`src/rtl/swallow_divider_pkg.sv`:
```
package swallow_divider_pkg;

  // Strobes issued by the control to the counter datapath each clock
  typedef struct packed {
    logic reload;       // last clock of a cycle: load both counters
    logic stepSwallow;  // swallow counter still nonzero: decrement it
  } dpStrobe_t;

endpackage

```
`src/rtl/swallow_divider_ctrl.sv`:
```
module swallow_divider_ctrl
  import swallow_divider_pkg::*;
#(
  parameter int N_WIDTH     = 11,
  parameter int A_WIDTH     = 7,
  parameter int N_MIN       = 3,
  parameter int RESET_N_VAL = 16,
  parameter int RESET_A_VAL = 0
) (
  input  logic               clk,
  input  logic               rstN,
  input  logic [N_WIDTH-1:0] progN,
  input  logic [A_WIDTH-1:0] progA,
  input  logic               progLoad,
  input  logic               mainLast,
  input  logic               swZero,
  output dpStrobe_t          strobe,
  output logic [N_WIDTH-1:0] reloadN,
  output logic [A_WIDTH-1:0] reloadA,
  output logic               cfgErr
);

  localparam int PAD = N_WIDTH - A_WIDTH;
  localparam logic [N_WIDTH-1:0] RST_N = N_WIDTH'(RESET_N_VAL);
  localparam logic [A_WIDTH-1:0] RST_A = A_WIDTH'(RESET_A_VAL);
  localparam logic [N_WIDTH-1:0] LIM_N = N_WIDTH'(N_MIN);

  logic [N_WIDTH-1:0] actN, pendN;
  logic [A_WIDTH-1:0] actA, pendA;
  logic               pendValid;
  logic [N_WIDTH-1:0] aWide;
  logic               pairOk, loadOk, takePending;

  // Range checks on the offered pair
  assign aWide       = {{PAD{1'b0}}, progA};
  assign pairOk      = (progN >= LIM_N) && (aWide < progN);
  assign loadOk      = progLoad && pairOk;
  assign takePending = mainLast && pendValid;

  // Staged values win at a boundary; otherwise repeat the active ratio
  assign reloadN = takePending ? pendN : actN;
  assign reloadA = takePending ? pendA : actA;

  always_comb begin
    strobe.reload      = mainLast;
    strobe.stepSwallow = !swZero;
  end

  always_ff @(posedge clk or negedge rstN) begin
    if (!rstN) begin
      actN      <= RST_N;
      actA      <= RST_A;
      pendN     <= '0;
      pendA     <= '0;
      pendValid <= 1'b0;
      cfgErr    <= 1'b0;
    end else begin
      if (takePending) begin
        actN <= pendN;
        actA <= pendA;
      end
      if (loadOk) begin
        pendN <= progN;
        pendA <= progA;
      end
      pendValid <= loadOk || (pendValid && !takePending);
      if (progLoad) cfgErr <= !pairOk;
    end
  end

endmodule

```
`src/rtl/swallow_divider_dp.sv`:
```
module swallow_divider_dp
  import swallow_divider_pkg::*;
#(
  parameter int N_WIDTH     = 11,
  parameter int A_WIDTH     = 7,
  parameter int RESET_N_VAL = 16,
  parameter int RESET_A_VAL = 0
) (
  input  logic               clk,
  input  logic               rstN,
  input  dpStrobe_t          strobe,
  input  logic [N_WIDTH-1:0] reloadN,
  input  logic [A_WIDTH-1:0] reloadA,
  output logic               mainLast,
  output logic               swZero
);

  localparam logic [N_WIDTH-1:0] RST_N = N_WIDTH'(RESET_N_VAL);
  localparam logic [A_WIDTH-1:0] RST_A = A_WIDTH'(RESET_A_VAL);
  localparam logic [N_WIDTH-1:0] ONE_N = N_WIDTH'(1);

  logic [N_WIDTH-1:0] mainCnt;
  logic [A_WIDTH-1:0] swCnt;

  assign mainLast = (mainCnt == ONE_N);
  assign swZero   = (swCnt == '0);

  always_ff @(posedge clk or negedge rstN) begin
    if (!rstN) begin
      mainCnt <= RST_N;
      swCnt   <= RST_A;
    end else if (strobe.reload) begin
      mainCnt <= reloadN;
      swCnt   <= reloadA;
    end else begin
      mainCnt <= mainCnt - ONE_N;
      if (strobe.stepSwallow) swCnt <= swCnt - A_WIDTH'(1);
    end
  end

endmodule

```
`src/rtl/swallow_divider.sv`:
```
module swallow_divider
  import swallow_divider_pkg::*;
#(
  parameter int N_WIDTH     = 11,
  parameter int A_WIDTH     = 7,
  parameter int N_MIN       = 3,
  parameter int RESET_N_VAL = 16,
  parameter int RESET_A_VAL = 0
) (
  input  logic               clk,
  input  logic               rstN,
  input  logic [N_WIDTH-1:0] progN,
  input  logic [A_WIDTH-1:0] progA,
  input  logic               progLoad,
  output logic               modCtl,
  output logic               divOut,
  output logic               cfgErr
);

  dpStrobe_t          strobe;
  logic [N_WIDTH-1:0] reloadN;
  logic [A_WIDTH-1:0] reloadA;
  logic               mainLast, swZero;

  swallow_divider_ctrl #(
    .N_WIDTH(N_WIDTH), .A_WIDTH(A_WIDTH), .N_MIN(N_MIN),
    .RESET_N_VAL(RESET_N_VAL), .RESET_A_VAL(RESET_A_VAL)
  ) uCtrl (
    .clk(clk), .rstN(rstN), .progN(progN), .progA(progA),
    .progLoad(progLoad), .mainLast(mainLast), .swZero(swZero),
    .strobe(strobe), .reloadN(reloadN), .reloadA(reloadA),
    .cfgErr(cfgErr)
  );

  swallow_divider_dp #(
    .N_WIDTH(N_WIDTH), .A_WIDTH(A_WIDTH),
    .RESET_N_VAL(RESET_N_VAL), .RESET_A_VAL(RESET_A_VAL)
  ) uDp (
    .clk(clk), .rstN(rstN), .strobe(strobe),
    .reloadN(reloadN), .reloadA(reloadA),
    .mainLast(mainLast), .swZero(swZero)
  );

  assign modCtl = !swZero;
  assign divOut = mainLast;

endmodule

```
`config.mk`:
```
export PLATFORM = sky130hd
export DESIGN_NAME = swallow_divider
export DESIGN_NICKNAME = d
export VERILOG_FILES = /design/src/rtl/swallow_divider_pkg.sv /design/src/rtl/swallow_divider_ctrl.sv /design/src/rtl/swallow_divider_dp.sv /design/src/rtl/swallow_divider.sv
export SDC_FILE = /design/constraint.sdc
export NUM_CORES = 1
export LEC_CHECK = 0
export ABC_AREA = 1
export CAP_MARGIN = 10
export CORE_MARGIN = 5
export CORE_UTILIZATION = 53
export DETAILED_ROUTE_END_ITERATION = 8
export PLACE_DENSITY_LB_ADDON = 0.3
export SLEW_MARGIN = 20
export SYNTH_ARGS = -nofsm -noshare
export SYNTH_HDL_FRONTEND = slang
export SYNTH_SLANG_ARGS = --single-unit
export TNS_END_PERCENT = 5
```
`constraint.sdc`:
```
create_clock -name clk -period 3.1 [get_ports clk]
set_input_delay 0.31 -clock clk [delete_from_list [all_inputs] [get_ports clk]]
set_output_delay 0.31 -clock clk [all_outputs]
set_load 0.03 [all_outputs]
```
==> flow_metrics.env, run 1 <==
export IMPL_maxCapViolCount=0
export IMPL_synth_seq_cells=56
export IMPL_peakVddDrop_mv=0.305
export IMPL_timing_final_crit_share=0.856
export IMPL_dieWidth_um=86.3
export IMPL_grt_setup_unrepaired="false"
export IMPL_setup_violations=0
export IMPL_rrSetupSlack_ns=1.24
export IMPL_ys_flop_type="dfrtp_1"
export IMPL_synth_async_sr_flop_share=1.00
export IMPL_grt_ovfl_total=0
export IMPL_grt_pass1_wl_um=11000
export IMPL_worst_pin_slew_ns=0.660
export IMPL_fp_dieH_um=86.3
export IMPL_p_leak_nw=1.85
export IMPL_drtIter0Drc=156
export IMPL_startpoint="uDp.mainCnt[8]"
export IMPL_synth_avg_cell_area_um2=8.14
export IMPL_cp_max_fo=18
export IMPL_postCtsSetupRepairBufs=0
export IMPL_seq_area_frac_synth=0.455
export IMPL_syn_area_mm2=0.00308
export IMPL_startpoint_type="flop"
export IMPL_fmax_ghz=0.377
export IMPL_drtPass1Iterations=4
export IMPL_dr_max_layer_used="met4"
export IMPL_grt_use_total=0.184
export IMPL_finalSetupTns_ns=0
export IMPL_timing_critical_path_to="divOut"
export IMPL_cts_resized=0
export IMPL_clk_pin_slew_ns=0.10
export IMPL_gp_congestion=0.879
export IMPL_ctsHtreeMaxLevel=2
export IMPL_ys_types=32
export IMPL_cts_inserted_buffers=5
export IMPL_insertedDiodeCount=0
export IMPL_reg2regPathDepth=10
export IMPL_m1WireLength_um=2840
export IMPL_synth_edf_count=0
export IMPL_syn_to_final_growth_pct=11.4
export IMPL_cts_tree="built"
export IMPL_crit_arrival_ns=2.34
export IMPL_grt_pass1_vias=2451
export IMPL_fin_worst_skew_ns=0.00844
export IMPL_final_common_cell="nand2_1"
export IMPL_ys_warn_count=0
export IMPL_mostFrequentLayoutCells="nand2_1 (116), inv_1 (56), dfrtp_1 (54)"
export IMPL_cts_root_buf="clkbuf_8"
export IMPL_vias=2357
export IMPL_syn_num_nets=410
export IMPL_clkSinkCount=56
export IMPL_timing_rr_end="uDp.mainCnt[2]"
export IMPL_ant_nets=0
export IMPL_drive_gt1_frac=0.104
export IMPL_ios=24
export IMPL_postCtsHoldBufs=0
export IMPL_end_kind="primary output"
export IMPL_dieArea_mm2=0.00745
export IMPL_io_buffers=23
export IMPL_powerDensity_mw_per_mm2=378
export IMPL_path_class="reg -> out"
export IMPL_required_ns=2.79
export IMPL_drv_slew=0
export IMPL_wl_per_cell_um=12.6
export IMPL_n_fill_cell=519
export IMPL_row_count=27
export IMPL_hpwl_um=4680
export IMPL_hold_violations=0
export IMPL_grt_max_degree=30
export IMPL_start_util=0.553
export IMPL_nNetsFinal=432
export IMPL_outcome="finished clean"
export IMPL_timing_hold_ws_ns=0.0223
export IMPL_reg2reg_from="uDp.mainCnt[1]"
export IMPL_clockBufferDepth=2
export IMPL_timing_slew_headroom=0.560
export IMPL_core_mm2=0.00557
export IMPL_viasPerCell=4.97
export IMPL_netlist_instances=379
export IMPL_clk_latency_ns=0.31
export IMPL_grt_antenna_before_repair=0
export IMPL_met2WireLength_um=2900
export IMPL_drc=0
export IMPL_routed_wl_um=5990
export IMPL_fin_crit_ns=2.65
export IMPL_hp_class="in -> async"
export IMPL_met3_wirelength_um=168
## layer usage
layer / vias up / GRT usage
met5: - / 0
met2: 36 / 0.311
li1: 1226 / -
met4: 0 / 0.0467
met1: 1086 / 0.248
met3: 9 / 0.0304
## cells by family after synthesis
group / Yosys count / share of synthesized area
adder cells (fa/ha/maj): 10 / 0.0406
flip-flops: 56 / 0.455
buffers and inverters: 67 / 0.0929
AND/OR/NAND/NOR: 223 / 0.358
AO/OA/AOI/OAI: 14 / 0.0276
XOR/XNOR: 9 / 0.0256
## critical path: stages (launching register included)
cell and delay (ns):
dfrtp_1 0.49, nor2_4 0.40, nand4_2 0.22, inv_2 0.22
clkdlybuf4s50_1 0.71
## cell type report
cell class              instances  area, um2  area share
clock inverters                 2       13.8     0.00401
multi-input cells             256       1390       0.406
inverters                      58        218      0.0634
flip-flops and latches         56       1400       0.409
clock buffers                   6       82.6      0.0240
well taps                      72       90.1      0.0262
repair buffers                 24        233      0.0678
## sequential cells by signal (all words and copies together), names as in the netlist
register         cells
uCtrl.pendA          7
uCtrl.cfgErr         1
uCtrl.actN          11
uCtrl.actA           7
uDp.swCnt            7
uDp.mainCnt         11
uCtrl.pendValid      1
uCtrl.pendN         11
## where the power goes
part / internal, W / leakage [nW] / total [W] / switching, W
registers: 0.000754 / 0.690 / 0.000767 / 0.0000130
clock network: 0.000183 / 0.0516 / 0.000418 / 0.000235
logic: 0.0000476 / 1.10 / 0.000112 / 0.0000643
total: 0.000985 / 1.85 / 0.00130 / 0.000312
## worst min-delay path by stage
stage | startpoint | to | slack, ns
final | rstN | uDp.mainCnt[5] | 0.02
after global routing | rstN | uDp.mainCnt[5] | 0.07
after CTS | rstN | uCtrl.pendN[10] | 0.04
after detailed placement | rstN | uCtrl.actN[6] | 0.38
after global placement | rstN | uCtrl.actN[6] | 0.37
after floorplan | rstN | uCtrl.actA[0] | 0.01
## cells in the mapped netlist, types with 2 or more instances
| master | number | area share |
|---|---|---|
| buf_6 | 3 | 0.011 |
| inv_2 | 2 | 0.0024 |
| xnor2_1 | 5 | 0.014 |
| nor2_4 | 4 | 0.015 |
| clkbuf_1 | 2 | 0.0024 |
| nor2_2 | 3 | 0.0061 |
| nand2_4 | 2 | 0.0073 |
| nand2_1 | 116 | 0.14 |
| a21oi_1 | 2 | 0.0032 |
| o21ai_1 | 3 | 0.0049 |
| ha_1 | 10 | 0.041 |
| inv_1 | 56 | 0.068 |
| xor2_1 | 4 | 0.011 |
| dfstp_2 | 2 | 0.017 |
| and2_1 | 14 | 0.028 |
| nor2_1 | 12 | 0.015 |
| nand3_1 | 36 | 0.058 |
| nand4_1 | 19 | 0.039 |
| buf_4 | 3 | 0.0073 |
| o21ai_0 | 4 | 0.0065 |
| dfrtp_1 | 54 | 0.44 |
| o21ai_2 | 2 | 0.0057 |
| nand2_2 | 12 | 0.024 |
## metrics by stage
step	cell area (um2)	cells	utilization	power (W)	setup WS, ns
finish	3430	474	0.616	0.00130	0.445
detailed placement	3340	466	0.599	0.000896	0.794
CTS	3430	474	0.616	0.00131	0.436
global placement	3340	466	0.599	0.000892	0.835
floorplan	3080	379	-	0.000835	1.57
global route	3430	474	0.616	0.00136	0.297
No activity file was read; power rests on OpenSTA's default activity.
==> inputs of run 2 (changes only) <==
clock period = 2.6 ns   (was 3.1 ns; I/O delays follow)
==> run 2 against run 1 <==
  * Critical path type unchanged
  * Largest cell class unchanged
  * Global-route usage decreased by 0.39 points
  * Sequential share of layout area down 0.44 points
  * Largest power group unchanged
  * Highest routed layer unchanged
  * Clock power grew 35%
==> flow_metrics.env, run 2 (synthesis gave the netlist of run 1 again) <==
export IMPL_grt_setup_unrepaired="false"
export IMPL_drv_slew=0
export IMPL_grt_use_total=0.181
export IMPL_wl_per_cell_um=12.6
export IMPL_final_common_cell="nand2_1"
export IMPL_path_class="reg -> out"
export IMPL_clk_pin_slew_ns=0.09
export IMPL_startpoint_type="flop"
export IMPL_powerDensity_mw_per_mm2=464
export IMPL_p_comb_frac=0.083
export IMPL_fin_worst_skew_ns=0.00750
export IMPL_io_buffers=23
export IMPL_grt_max_degree=57
export IMPL_fp_dieH_um=86.3
export IMPL_row_count=27
export IMPL_peakVddDrop_mv=0.305
export IMPL_placed_area_mm2=0.00336
export IMPL_hold_violations=0
export IMPL_maxCapViolCount=0
export IMPL_hp_class="in -> async"
export IMPL_drtIter0Drc=122
export IMPL_worst_pin_slew_ns=0.713
export IMPL_dieArea_mm2=0.00745
export IMPL_insertedDiodeCount=0
export IMPL_swShare=0.230
export IMPL_timing_slew_headroom=0.525
export IMPL_vias=2386
export IMPL_postCtsSetupRepairBufs=0
export IMPL_dieWidth_um=86.3
export IMPL_ctsHtreeMaxLevel=2
export IMPL_crit_arrival_ns=2.14
export IMPL_timing_final_crit_share=0.924
export IMPL_drive_gt1_frac=0.111
export IMPL_drtPass1Iterations=5
export IMPL_cts_inserted_buffers=5
export IMPL_reg2regPathDepth=10
export IMPL_p_clk_frac=0.349
export IMPL_intPower_w=0.00124
export IMPL_clkSinkCount=56
export IMPL_postCtsHoldBufs=0
export IMPL_reg_top3="uCtrl.actN (11), uCtrl.pendN (11), uDp.mainCnt (11)"
export IMPL_seq_area_mm2=0.00140
export IMPL_outcome="finished clean"
export IMPL_rrSetupSlack_ns=0.73
export IMPL_syn_to_final_growth_pct=12.6
export IMPL_cts_resized=0
export IMPL_mostFrequentLayoutCells="nand2_1 (116), inv_1 (56), dfrtp_1 (54)"
export IMPL_p_switching_w=0.000371
export IMPL_reg2reg_from="uDp.mainCnt[1]"
export IMPL_clockBufferDepth=2
export IMPL_cp_max_fo=4
export IMPL_fmax_ghz=0.416
export IMPL_timing_rr_end="uDp.mainCnt[1]"
export IMPL_fin_crit_ns=2.40
export IMPL_ant_nets=0
export IMPL_start_util=0.553
export IMPL_cts_root_buf="clkbuf_8"
export IMPL_grt_antenna_before_repair=0
export IMPL_clk_latency_ns=0.31
export IMPL_core_mm2=0.00557
export IMPL_nNetsFinal=435
export IMPL_finalSetupTns_ns=0
export IMPL_multi_input_area_mm2=0.00139
export IMPL_grt_ovfl_total=0
export IMPL_required_ns=2.34
export IMPL_viasPerCell=5.00
export IMPL_p_leak_nw=1.86
export IMPL_drc=0
export IMPL_fin_util=0.623
export IMPL_stdcell_area_mm2=0.00347
export IMPL_n_fill_cell=503
export IMPL_end_kind="primary output"
export IMPL_ios=24
export IMPL_routed_wl_um=6030
export IMPL_cts_tree="built"
export IMPL_grt_pass1_wl_um=10800
export IMPL_seq_power_share=0.568
export IMPL_hpwl_um=4520
export IMPL_timing_hold_ws_ns=0.0743
export IMPL_setup_violations=0
export IMPL_grt_pass1_vias=2414
export IMPL_gp_congestion=0.863
export IMPL_total_power_w=0.00161
[run 2: cell count changes in the layout (fill, tap and decap cells not counted)]
cell and change:
clkinvlp_4 +1, clkbuf_8 -1, inv_6 -1, bufinv_16 +1, buf_4 +3
[run 2: worst max-delay path by stage]
stage                              start         endpoint  slack [ns]
after floorplan           uDp.mainCnt[1]    uCtrl.actN[3]        1.07
after global placement          progN[4]  uCtrl.pendN[10]        0.47
after detailed placement        progN[4]   uCtrl.pendA[6]        0.46
after CTS                 uDp.mainCnt[1]           divOut        0.18
after global routing      uDp.mainCnt[1]           divOut        0.05
final                     uDp.mainCnt[1]           divOut        0.20
[run 2: final cells by class]
type                       instances  area share
clock inverter                     3      0.0123
inverter                          58      0.0627
tap                               72      0.0259
clock buffer                       5      0.0198
multi-input combinational        256       0.401
sequential                        56       0.404
timing repair buffer              27      0.0735
[run 2: layer usage]
layer	global-route usage	up-vias	share of wire
met5	0	-	0
met4	0.0552	0	0.013
met3	0.0352	7	0.037
met2	0.291	35	0.47
met1	0.247	1107	0.48
li1	-	1237	-
[run 2: power groups by stage]
stage / logic [W] / registers, W / clock network, W
floorplan: 0.0000647 / 0.000930 / 0
global placement: 0.000133 / 0.000932 / 0
detailed placement: 0.000135 / 0.000933 / 0
CTS: 0.000136 / 0.000916 / 0.000587
global route: 0.000154 / 0.000919 / 0.000622
finish: 0.000133 / 0.000916 / 0.000563
[run 2: through the flow]
step	cells	setup WS, ns
after floorplan	379	1.07
after global placement	469	0.474
after detailed placement	469	0.456
after CTS	477	0.181
after global routing	477	0.0507
final	477	0.197
[run 2: worst max-delay path, stage by stage (launching register included)]
cell and delay (ns):
dfrtp_1 0.39, inv_1 0.09, ha_1 0.19, inv_1 0.06, nor2_2 0.12, nand4_2 0.21, inv_2 0.10, clkdlybuf4s50_1 0.67
==> inputs of run 3 (changes only) <==
CAP_MARGIN = not set   (was 10)
==> results of run 3 <==
Final layout, timing and power as in run 2 (identical DEF).
